$ cat config.mk
export PLATFORM = sky130hd
export DESIGN_NAME = rx_frame_filter
export DESIGN_NICKNAME = d
export VERILOG_FILES = /design/src/rtl/rx_frame_filter.sv
export SDC_FILE = /design/constraint.sdc
export NUM_CORES = 1
export LEC_CHECK = 0
export BUFFER_PORTS_ARGS = -buffer_cell sky130_fd_sc_hd__buf_2
export CELL_PAD_IN_SITES_DETAIL_PLACEMENT = 1
export CELL_PAD_IN_SITES_GLOBAL_PLACEMENT = 1
export CORE_MARGIN = 4
export CORE_UTILIZATION = 33
export DETAILED_ROUTE_END_ITERATION = 8
export PLACE_DENSITY_LB_ADDON = 0.2
export SLEW_MARGIN = 0
export SYNTH_ARGS = -nofsm -noshare
export SYNTH_HDL_FRONTEND = slang
export SYNTH_SLANG_ARGS = --single-unit
$ cat constraint.sdc
create_clock -name clk -period 4 [get_ports clk]
set_input_delay 0.8 -clock clk [delete_from_list [all_inputs] [get_ports clk]]
set_output_delay 0.8 -clock clk [all_outputs]
set_load 0.02 [all_outputs]
$ cat src/rtl/rx_frame_filter.sv
module rx_frame_filter #(
  parameter int IDX_W = 5
) (
  input  logic        clk,
  input  logic        rst_n,
  input  logic [15:0] cfg_short_addr,
  input  logic [15:0] cfg_pan_id,
  input  logic [63:0] cfg_ext_addr,
  input  logic        cfg_promisc,
  input  logic        cfg_ack_off,
  input  logic [1:0]  cfg_ver_policy,
  input  logic        phr_ok,
  input  logic [7:0]  rx_byte,
  input  logic        rx_valid,
  input  logic        rx_last,
  input  logic        fcs_good,
  output logic        ev_rx_start,
  output logic        ev_rx_end,
  output logic        ev_addr_match,
  output logic        crc_valid,
  output logic        ack_req
);

  localparam logic [IDX_W-1:0] IX_FCF_LO  = IDX_W'(0);
  localparam logic [IDX_W-1:0] IX_FCF_HI  = IDX_W'(1);
  localparam logic [IDX_W-1:0] IX_PAN_LO  = IDX_W'(3);
  localparam logic [IDX_W-1:0] IX_PAN_HI  = IDX_W'(4);
  localparam logic [IDX_W-1:0] IX_DST     = IDX_W'(5);
  localparam logic [IDX_W-1:0] IX_S_LAST  = IDX_W'(6);
  localparam logic [IDX_W-1:0] IX_E_LAST  = IDX_W'(12);
  localparam logic [IDX_W-1:0] IX_SAT     = {IDX_W{1'b1}};
  localparam logic [2:0]       TYPE_ACK   = 3'd2;
  localparam logic [2:0]       TYPE_RSVD  = 3'd4;
  localparam logic [1:0]       DM_SHORT   = 2'd2;
  localparam logic [1:0]       DM_EXT     = 2'd3;

  logic             in_frame;
  logic [IDX_W-1:0] idx;
  logic [15:0]      fcf;
  logic             pan_node, pan_bc, a_node, a_bc, hit, bcast;

  logic             take, is_short, is_ext, in_pan, in_dst, dst_done;
  logic             match_now, hit_f, bc_f, second_ok, ver_ok;
  logic             end_fire, ack_fire;
  logic [15:0]      fcf_n;
  logic [IDX_W-1:0] last_dst;
  logic [7:0]       pan_b, node_b;
  logic [63:0]      ext_sh;
  logic             pan_node_n, pan_bc_n, a_node_n, a_bc_n;

  assign take     = rx_valid & in_frame;
  assign fcf_n    = {(idx == IX_FCF_HI) ? rx_byte : fcf[15:8],
                     (idx == IX_FCF_LO) ? rx_byte : fcf[7:0]};
  assign is_short = (fcf[11:10] == DM_SHORT);
  assign is_ext   = (fcf[11:10] == DM_EXT);
  assign last_dst = is_ext ? IX_E_LAST : IX_S_LAST;

  assign in_pan   = (idx == IX_PAN_LO) || (idx == IX_PAN_HI);
  assign pan_b    = (idx == IX_PAN_LO) ? cfg_pan_id[7:0] : cfg_pan_id[15:8];
  assign in_dst   = (is_short | is_ext) && (idx >= IX_DST) && (idx <= last_dst);
  assign ext_sh   = cfg_ext_addr >> {idx - IX_DST, 3'b000};
  assign node_b   = is_short ? ((idx == IX_DST) ? cfg_short_addr[7:0] : cfg_short_addr[15:8])
                             : ext_sh[7:0];

  assign pan_node_n = pan_node & (rx_byte == pan_b);
  assign pan_bc_n   = pan_bc   & (rx_byte == 8'hFF);
  assign a_node_n   = a_node   & (rx_byte == node_b);
  assign a_bc_n     = a_bc     & (rx_byte == 8'hFF);

  assign dst_done  = take && in_dst && (idx == last_dst) && (fcf[2:0] < TYPE_RSVD);
  assign match_now = dst_done && (pan_node | pan_bc) && (a_node_n | (is_short & a_bc_n));
  assign hit_f     = hit | match_now;
  assign bc_f      = bcast | (dst_done & is_short & a_bc_n);

  assign second_ok = (idx != IX_FCF_LO) && (fcf_n[2:0] < TYPE_RSVD);
  assign ver_ok    = (cfg_ver_policy == 2'd3) || (fcf_n[13:12] <= cfg_ver_policy);

  assign end_fire  = second_ok & (cfg_promisc | (fcs_good & hit_f));
  assign ack_fire  = second_ok & fcs_good & hit_f & fcf_n[5] & (fcf_n[2:0] != TYPE_ACK)
                   & ~bc_f & ver_ok & ~cfg_ack_off;

  always_ff @(posedge clk) begin
    if (!rst_n) begin
      in_frame      <= 1'b0;
      idx           <= '0;
      fcf           <= '0;
      pan_node      <= 1'b0;
      pan_bc        <= 1'b0;
      a_node        <= 1'b0;
      a_bc          <= 1'b0;
      hit           <= 1'b0;
      bcast         <= 1'b0;
      ev_rx_start   <= 1'b0;
      ev_rx_end     <= 1'b0;
      ev_addr_match <= 1'b0;
      crc_valid     <= 1'b0;
      ack_req       <= 1'b0;
    end else begin
      ev_rx_start   <= 1'b0;
      ev_rx_end     <= 1'b0;
      ev_addr_match <= 1'b0;
      ack_req       <= 1'b0;
      if (phr_ok) begin
        in_frame    <= 1'b1;
        idx         <= '0;
        fcf         <= '0;
        pan_node    <= 1'b1;
        pan_bc      <= 1'b1;
        a_node      <= 1'b1;
        a_bc        <= 1'b1;
        hit         <= 1'b0;
        bcast       <= 1'b0;
        ev_rx_start <= 1'b1;
      end else if (take) begin
        idx   <= (idx == IX_SAT) ? idx : idx + 1'b1;
        fcf   <= fcf_n;
        hit   <= hit_f;
        bcast <= bc_f;
        if (in_pan) begin
          pan_node <= pan_node_n;
          pan_bc   <= pan_bc_n;
        end
        if (in_dst) begin
          a_node <= a_node_n;
          a_bc   <= a_bc_n;
        end
        ev_addr_match <= match_now;
        if (rx_last) begin
          in_frame  <= 1'b0;
          ev_rx_end <= end_fire;
          ack_req   <= ack_fire;
          if (end_fire) crc_valid <= fcs_good;
        end
      end
    end
  end

  AST_START_AFTER_PHR: assert property (@(posedge clk) disable iff (!rst_n)
    phr_ok |=> ev_rx_start);
  AST_CRC_HOLDS: assert property (@(posedge clk) disable iff (!rst_n)
    !ev_rx_end |-> $stable(crc_valid));
  AST_FILTER_END_GOOD_CRC: assert property (@(posedge clk) disable iff (!rst_n)
    (ev_rx_end && !$past(cfg_promisc)) |-> crc_valid);
  AST_MATCH_AFTER_BYTE: assert property (@(posedge clk) disable iff (!rst_n)
    ev_addr_match |-> $past(rx_valid));
  AST_MATCH_PULSE: assert property (@(posedge clk) disable iff (!rst_n)
    ev_addr_match |=> !ev_addr_match);
  AST_ACK_AFTER_GOOD_LAST: assert property (@(posedge clk) disable iff (!rst_n)
    ack_req |-> $past(rx_valid && rx_last && fcs_good));
  AST_ACK_WITH_END: assert property (@(posedge clk) disable iff (!rst_n)
    ack_req |-> ev_rx_end);
  AST_ACK_OFF: assert property (@(posedge clk) disable iff (!rst_n)
    ack_req |-> !$past(cfg_ack_off));

endmodule

==> results of run 1 <==
==> where the power goes <==
| part | internal [µW] | switching, µW | total [µW] |
|---|---|---|---|
| registers | 254 | 3.08 | 257 |
| clock network | 70.6 | 84.7 | 155 |
| logic | 84.1 | 79.3 | 163 |
==> worst max-delay path: cells and delay by family (launching register included) <==
family | cells | cell delay (ns)
flip-flops | 1 | 0.42
AND/OR/NAND/NOR | 5 | 1.12
buffers and inverters | 1 | 0.12
adder cells (fa/ha/maj) | 1 | 0.78
multiplexers | 2 | 0.66
AO/OA/AOI/OAI | 1 | 0.23
==> placed cells by master (no fill, tap or decap), types with 2 or more instances in the layout <==
cell	count
dfxtp_1	25
buf_2	118
nor3b_1	5
o2111ai_1	2
xnor2_1	4
mux2i_1	53
o21ai_1	2
nor4_1	2
o21ai_0	16
nand2b_1	2
a31o_1	2
and3_1	2
clkbuf_8	3
buf_4	3
a21oi_1	14
o21a_1	8
nand4b_1	2
nor2b_1	6
xor2_1	8
and2_1	3
inv_1	8
o31ai_1	2
mux4_2	2
o22ai_1	4
nand4_1	10
ha_1	9
nor3_1	10
nor2_1	26
nand2_1	19
a22oi_1	9
nand3b_1	2
==> flip-flops by register name, indices dropped and copies added, names as in the netlist <==
register and flops:
in_frame 1, bcast 1, a_node 1, fcf 8, idx 5, ev_rx_start 1, pan_bc 1, ev_addr_match 1
pan_node 1, ev_rx_end 1, a_bc 1, hit 1, crc_valid 1, ack_req 1
==> per-layer routing <==
layer,up-vias,global-route usage
met3,8,0.01992
met1,1269,0.2280
met4,0,0.03486
li1,1323,-
met2,74,0.3200
met5,-,0
==> cells by family (layout without fill, tap and decap cells) <==
family	after synthesis	in the layout
fa+ha+maj	9	9
buf+inv	26	133
simple gates	98	98
compound gates	71	71
mux	57	57
flops	25	25
xor+xnor	13	13
==> path summary, 6_finish.rpt <==
path                             start  slack (ns)        end
worst max-delay path            idx[1]        0.59  crc_valid
worst min-delay path             bcast        0.49      bcast
worst max register to register  idx[1]        0.59  crc_valid
worst min register to register   bcast        0.49      bcast
==> final cells by class <==
| type | count | area [µm²] | share of cell area |
|---|---|---|---|
| repair buffers | 121 | 613.1 | 0.1932 |
| clock inverters | 1 | 7.507 | 0.002366 |
| flip-flops and latches | 25 | 500.5 | 0.1577 |
| clock buffers | 3 | 41.29 | 0.01301 |
| well taps | 99 | 123.9 | 0.03904 |
| multi-input cells | 248 | 1857 | 0.5852 |
| inverters | 8 | 30.03 | 0.009464 |
==> metrics by stage <==
| stage | worst slack (ns) | std cells | power, µW | instance area [µm²] | utilization |
|---|---|---|---|---|---|
| floorplan | 1.053 | 299 | 346.7 | 2480 | - |
| CTS | 0.5884 | 505 | 581.4 | 3173 | 0.4351 |
| global placement | 0.7492 | 501 | 424.0 | 3124 | 0.4284 |
| detailed placement | 0.5930 | 501 | 427.3 | 3124 | 0.4284 |
| global route | 0.3583 | 505 | 609.4 | 3173 | 0.4351 |
| finish | 0.5918 | 505 | 575.6 | 3173 | 0.4351 |
==> qor.yml, run 1 <==
status: "completed"
hold_slack_ns: 0.4869
worst-path-max-fanout: 21
die_x_um: 94.69
rsz0062_at_grt: "no"
synthAdderAreaFrac: 0.04541
min_path_cells: 2
synthesis.area_mm2: 0.002480
n_fill_cell: 963
ys_types: 58
die-area_mm2: 0.008965
synth_compound_area_frac: 0.1907
postCtsSetupRepairBufs: 0
ant_nets: 0
synth-main-ff-cell: "dfxtp_1"
viasPerCell: 5.295
max_freq_mhz: 293.4
p_per_area_mw_per_mm2: 181.4
wl_um: 8096
endpoint_kind: "flop"
fin_crit_sh: 0.8520
yosys.area_share.simple: 0.2180
startpoint_type: "flop"
synth_top_area_cell: "mux2i_1"
cts_inserted_buffers: 3
cts_tree: "done"
synth_area_per_cell_um2: 8.294
syn_nets: 422
setup_violations: 0
dieHeight_um: 94.69
wl_met3_um: 468
synth_area_leaders: "mux2i_1 21%, dfxtp_1 20%, ha_1 4.5%"
root_buffer: "clkbuf_8"
path_cells: "inv_1 -> ha_1 -> mux2i_1 -> mux4_2 -> nor3_2 -> nor3_1 -> or4b_4 -> nor4_4 -> nor2_1 -> o31ai_2"
synth_top_area_share: 0.2139
drv_slew: 0
io_pins: 119
max_stage_delay_ns: 0.78
nets: 530
drt_iter0_drc: 66
path_class: "flop to flop"
dp_hpwl_um: 6832
maxSlewHeadroom: 0.5120
htree_levels: 1
crit_required_ns: 4.19
core_area_mm2: 0.007292
cts.clk_slew.worst_paths_ns: 0.09
synth_most_common_cell: "mux2i_1"
vias: 2674
cap_violations: 0
clk_path_buf_depth: 2
ys_top_cells_by_count: "53 x mux2i_1, 26 x nor2_1, 25 x dfxtp_1, 19 x nand2_1, 16 x o21ai_0"
leakagePower_uw: 0.001293
holdBufCountCts: 0
ir_worst_vdd_v: 0.0001491
syn_to_final_growth_pct: 27.95
critPathArrivalTime_ns: 3.59
yosysSeqAreaShare: 0.2018
cts-resized-gates: 0
start_util: 0.3401
period_minus_slack_ns: 3.408
io_buffers: 118
rows: 31
ys_async_sr_fraction: 0
wl_met1_um: 3598
first_pass_iters: 4
synth_edf_count: 0
synth.mux.area_fraction: 0.2412
hp-class: "flop to flop"
yosysWarnings: 0
slowest_stage: "ha_1"
fin_skew_ns: 0.002433
worstMarginPinSlew_ns: 0.7320
finalHoldViolations: 0
drive_gt1_frac: 0.3325
fin_setup_tns_ns: 0
ys_ff_latch: 25
antenna_found_initial: 0
clock_latency_ns: 0.27
topRoutingLayerUsed: "met4"
grt_overflow: 0
wire_per_inst_um: 16.03
gp_congestion: 0.8194
dr_wl_met2_um: 3941
synth_xor_area_frac: 0.05348
drcViolationCount: 0
grt_pass1_wl_um: 12950
insertedDiodeCount: 0
r2r_cells: 10
cts.sinks: 25
grt_start_max_net_pins: 25
syn_inst: 299
synth_top_family_by_area: "multiplexers"
grtUsageTotal: 0.1777
grt_pass1_vias: 2717
(Power assumes the default switching activity.)
==> inputs of run 2 (changes only) <==
==> constraint.sdc (replaced) <==
create_clock -name clk -period 3.8 [get_ports clk]
set_input_delay 0.76 -clock clk [delete_from_list [all_inputs] [get_ports clk]]
set_output_delay 0.76 -clock clk [all_outputs]
set_load 0.02 [all_outputs]
==> run 2 against run 1 <==
Final cell count up 0.59%. Non-clock buffer count up 3. Via count rose by 0.45%. Clock skew barely moved. Core utilization increased by 0.31 points. Critical path type unchanged. Critical endpoint unchanged. Largest cell class unchanged. Largest power group unchanged.
==> qor.yml, run 2 (synthesis results as in run 1) <==
startpoint_type: "flop"  # unchanged
max_freq_mhz: 301.6  # was 293.4 MHz
grt_pass1_wl_um: 12850  # was 12,950 µm
dieHeight_um: 94.69  # unchanged
endpoint_kind: "flop"  # unchanged
largest_reg_flops: 8  # unchanged
p_per_area_mw_per_mm2: 190.4  # was 181.4 mW/mm²
hp-class: "flop to flop"  # unchanged
n_fill_cell: 954  # was 963
fin_skew_ns: 0.002508  # was 0.002433 ns
grt_overflow: 0  # unchanged
worst-path-max-fanout: 12  # was 21
power_uw: 608.6  # was 575.6 µW
cts.sinks: 25  # unchanged
grt_start_max_net_pins: 19  # was 25
worstMarginPinSlew_ns: 0.5192  # was 0.7320 ns
drcViolationCount: 0  # unchanged
period_minus_slack_ns: 3.315  # was 3.408 ns
cap_violations: 0  # unchanged
regMostFlops: "fcf"  # unchanged
most-common-layout-cells: "118 x buf_2, 53 x mux2i_1, 26 x nor2_1, 25 x dfxtp_1, 19 x nand2_1"  # unchanged
path_class: "flop to flop"  # unchanged
setup_violations: 0  # unchanged
htree_levels: 1  # unchanged
io_buffers: 118  # unchanged
clock_latency_ns: 0.27  # about the same
wl_um: 8167  # was 8096 µm
layout_commonest_cell: "buf_2"  # unchanged
postCtsSetupRepairBufs: 0  # unchanged
hold_slack_ns: 0.4758  # was 0.4869 ns
finalHoldViolations: 0  # unchanged
cts_tree: "done"  # unchanged
cts.clk_slew.worst_paths_ns: 0.09  # about the same
critPathArrivalTime_ns: 3.51  # was 3.59 ns
leakagePower_uw: 0.001309  # was 0.001293 µW
gp_congestion: 0.8054  # was 0.8194
holdBufCountCts: 0  # unchanged
grtUsageTotal: 0.1775  # was 0.1777
insertedDiodeCount: 0  # unchanged
drive_gt1_frac: 0.3374  # was 0.3325
root_buffer: "clkbuf_8"  # unchanged
status: "completed"  # unchanged
nets: 533  # was 530
reg2reg_slack_ns: 0.48  # was 0.59 ns
seq_area_um2: 500.5  # unchanged
die_x_um: 94.69  # unchanged
viasPerCell: 5.287  # was 5.295
cts_inserted_buffers: 3  # unchanged
antenna_found_initial: 0  # unchanged
start_util: 0.3401  # unchanged
ir_worst_vdd_v: 0.0002043  # was 0.0001491 V
dp_hpwl_um: 6922  # was 6832 µm
maxSlewHeadroom: 0.6449  # was 0.5120
drt_iter0_drc: 55  # was 66
core_area_mm2: 0.007292  # unchanged
ant_nets: 0  # unchanged
crit_required_ns: 3.99  # was 4.19 ns
fin_crit_sh: 0.8724  # was 0.8520
rsz0062_at_grt: "no"  # unchanged
syn_to_final_growth_pct: 28.86  # was 27.95%
grt_pass1_vias: 2657  # was 2,717
top_regs: "fcf: 8 flops, idx: 5 flops"  # unchanged
wire_per_inst_um: 16.08  # was 16.03 µm
vias: 2686  # was 2,674
cts-resized-gates: 0  # unchanged
fin_setup_tns_ns: 0  # unchanged
clk_path_buf_depth: 2  # unchanged
die-area_mm2: 0.008965  # unchanged
rows: 31  # unchanged
drv_slew: 0  # unchanged
io_pins: 119  # unchanged
first_pass_iters: 4  # unchanged
multi_input_area_mm2: 0.001857  # unchanged
## run 2: cell types whose count changed in the layout (fill, tap and decap cells not counted)
cell   change
buf_4      +3
## run 2: area by class of cell
type,instances,share of cell area
inverters,8,0.009397
well taps,99,0.03876
flip-flops and latches,25,0.1566
clock buffers,3,0.01292
clock inverters,1,0.002349
repair buffers,124,0.1989
multi-input cells,248,0.5810
## run 2: worst max-delay path: stages (launching register included)
cell     delay [ns]
dfxtp_1        0.41
inv_1          0.12
ha_1           0.58
buf_4          0.26
nor2b_1        0.32
a22oi_1        0.14
and4b_1        0.23
or4b_4         0.53
nor4_4         0.28
nor2_1         0.13
o31ai_2        0.23
## run 2: path summary, 6_finish.rpt
path	start	endpoint	cells past startpoint
max reg2reg	idx[1]	crc_valid	10
min reg2reg	bcast	bcast	2
max	idx[1]	crc_valid	10
min	bcast	bcast	2
## run 2: through the flow
stage	std cells	area, µm²	utilization	setup slack [ns]
after global placement	504	3147	0.4315	0.6390
after detailed placement	504	3147	0.4315	0.4808
after global routing	508	3196	0.4382	0.2570
after floorplan	299	2480	-	0.8533
final	508	3196	0.4382	0.4847
after CTS	508	3196	0.4382	0.4676
## run 2: routing by layer
metal,GRT usage,part of all wire,wire [µm]
met5,0,0,0
met4,0.04928,0.020,161
met3,0.02311,0.062,504
met2,0.3124,0.48,3921
met1,0.2260,0.44,3579
## run 2: report_power, final
part           switching (µW)  leakage, µW  internal [µW]  total, µW
registers                3.14     0.000203            267        270
clock network            89.5    0.0000217           74.4        164
logic                    84.9      0.00108           89.5        174
total                     177      0.00131            431        609
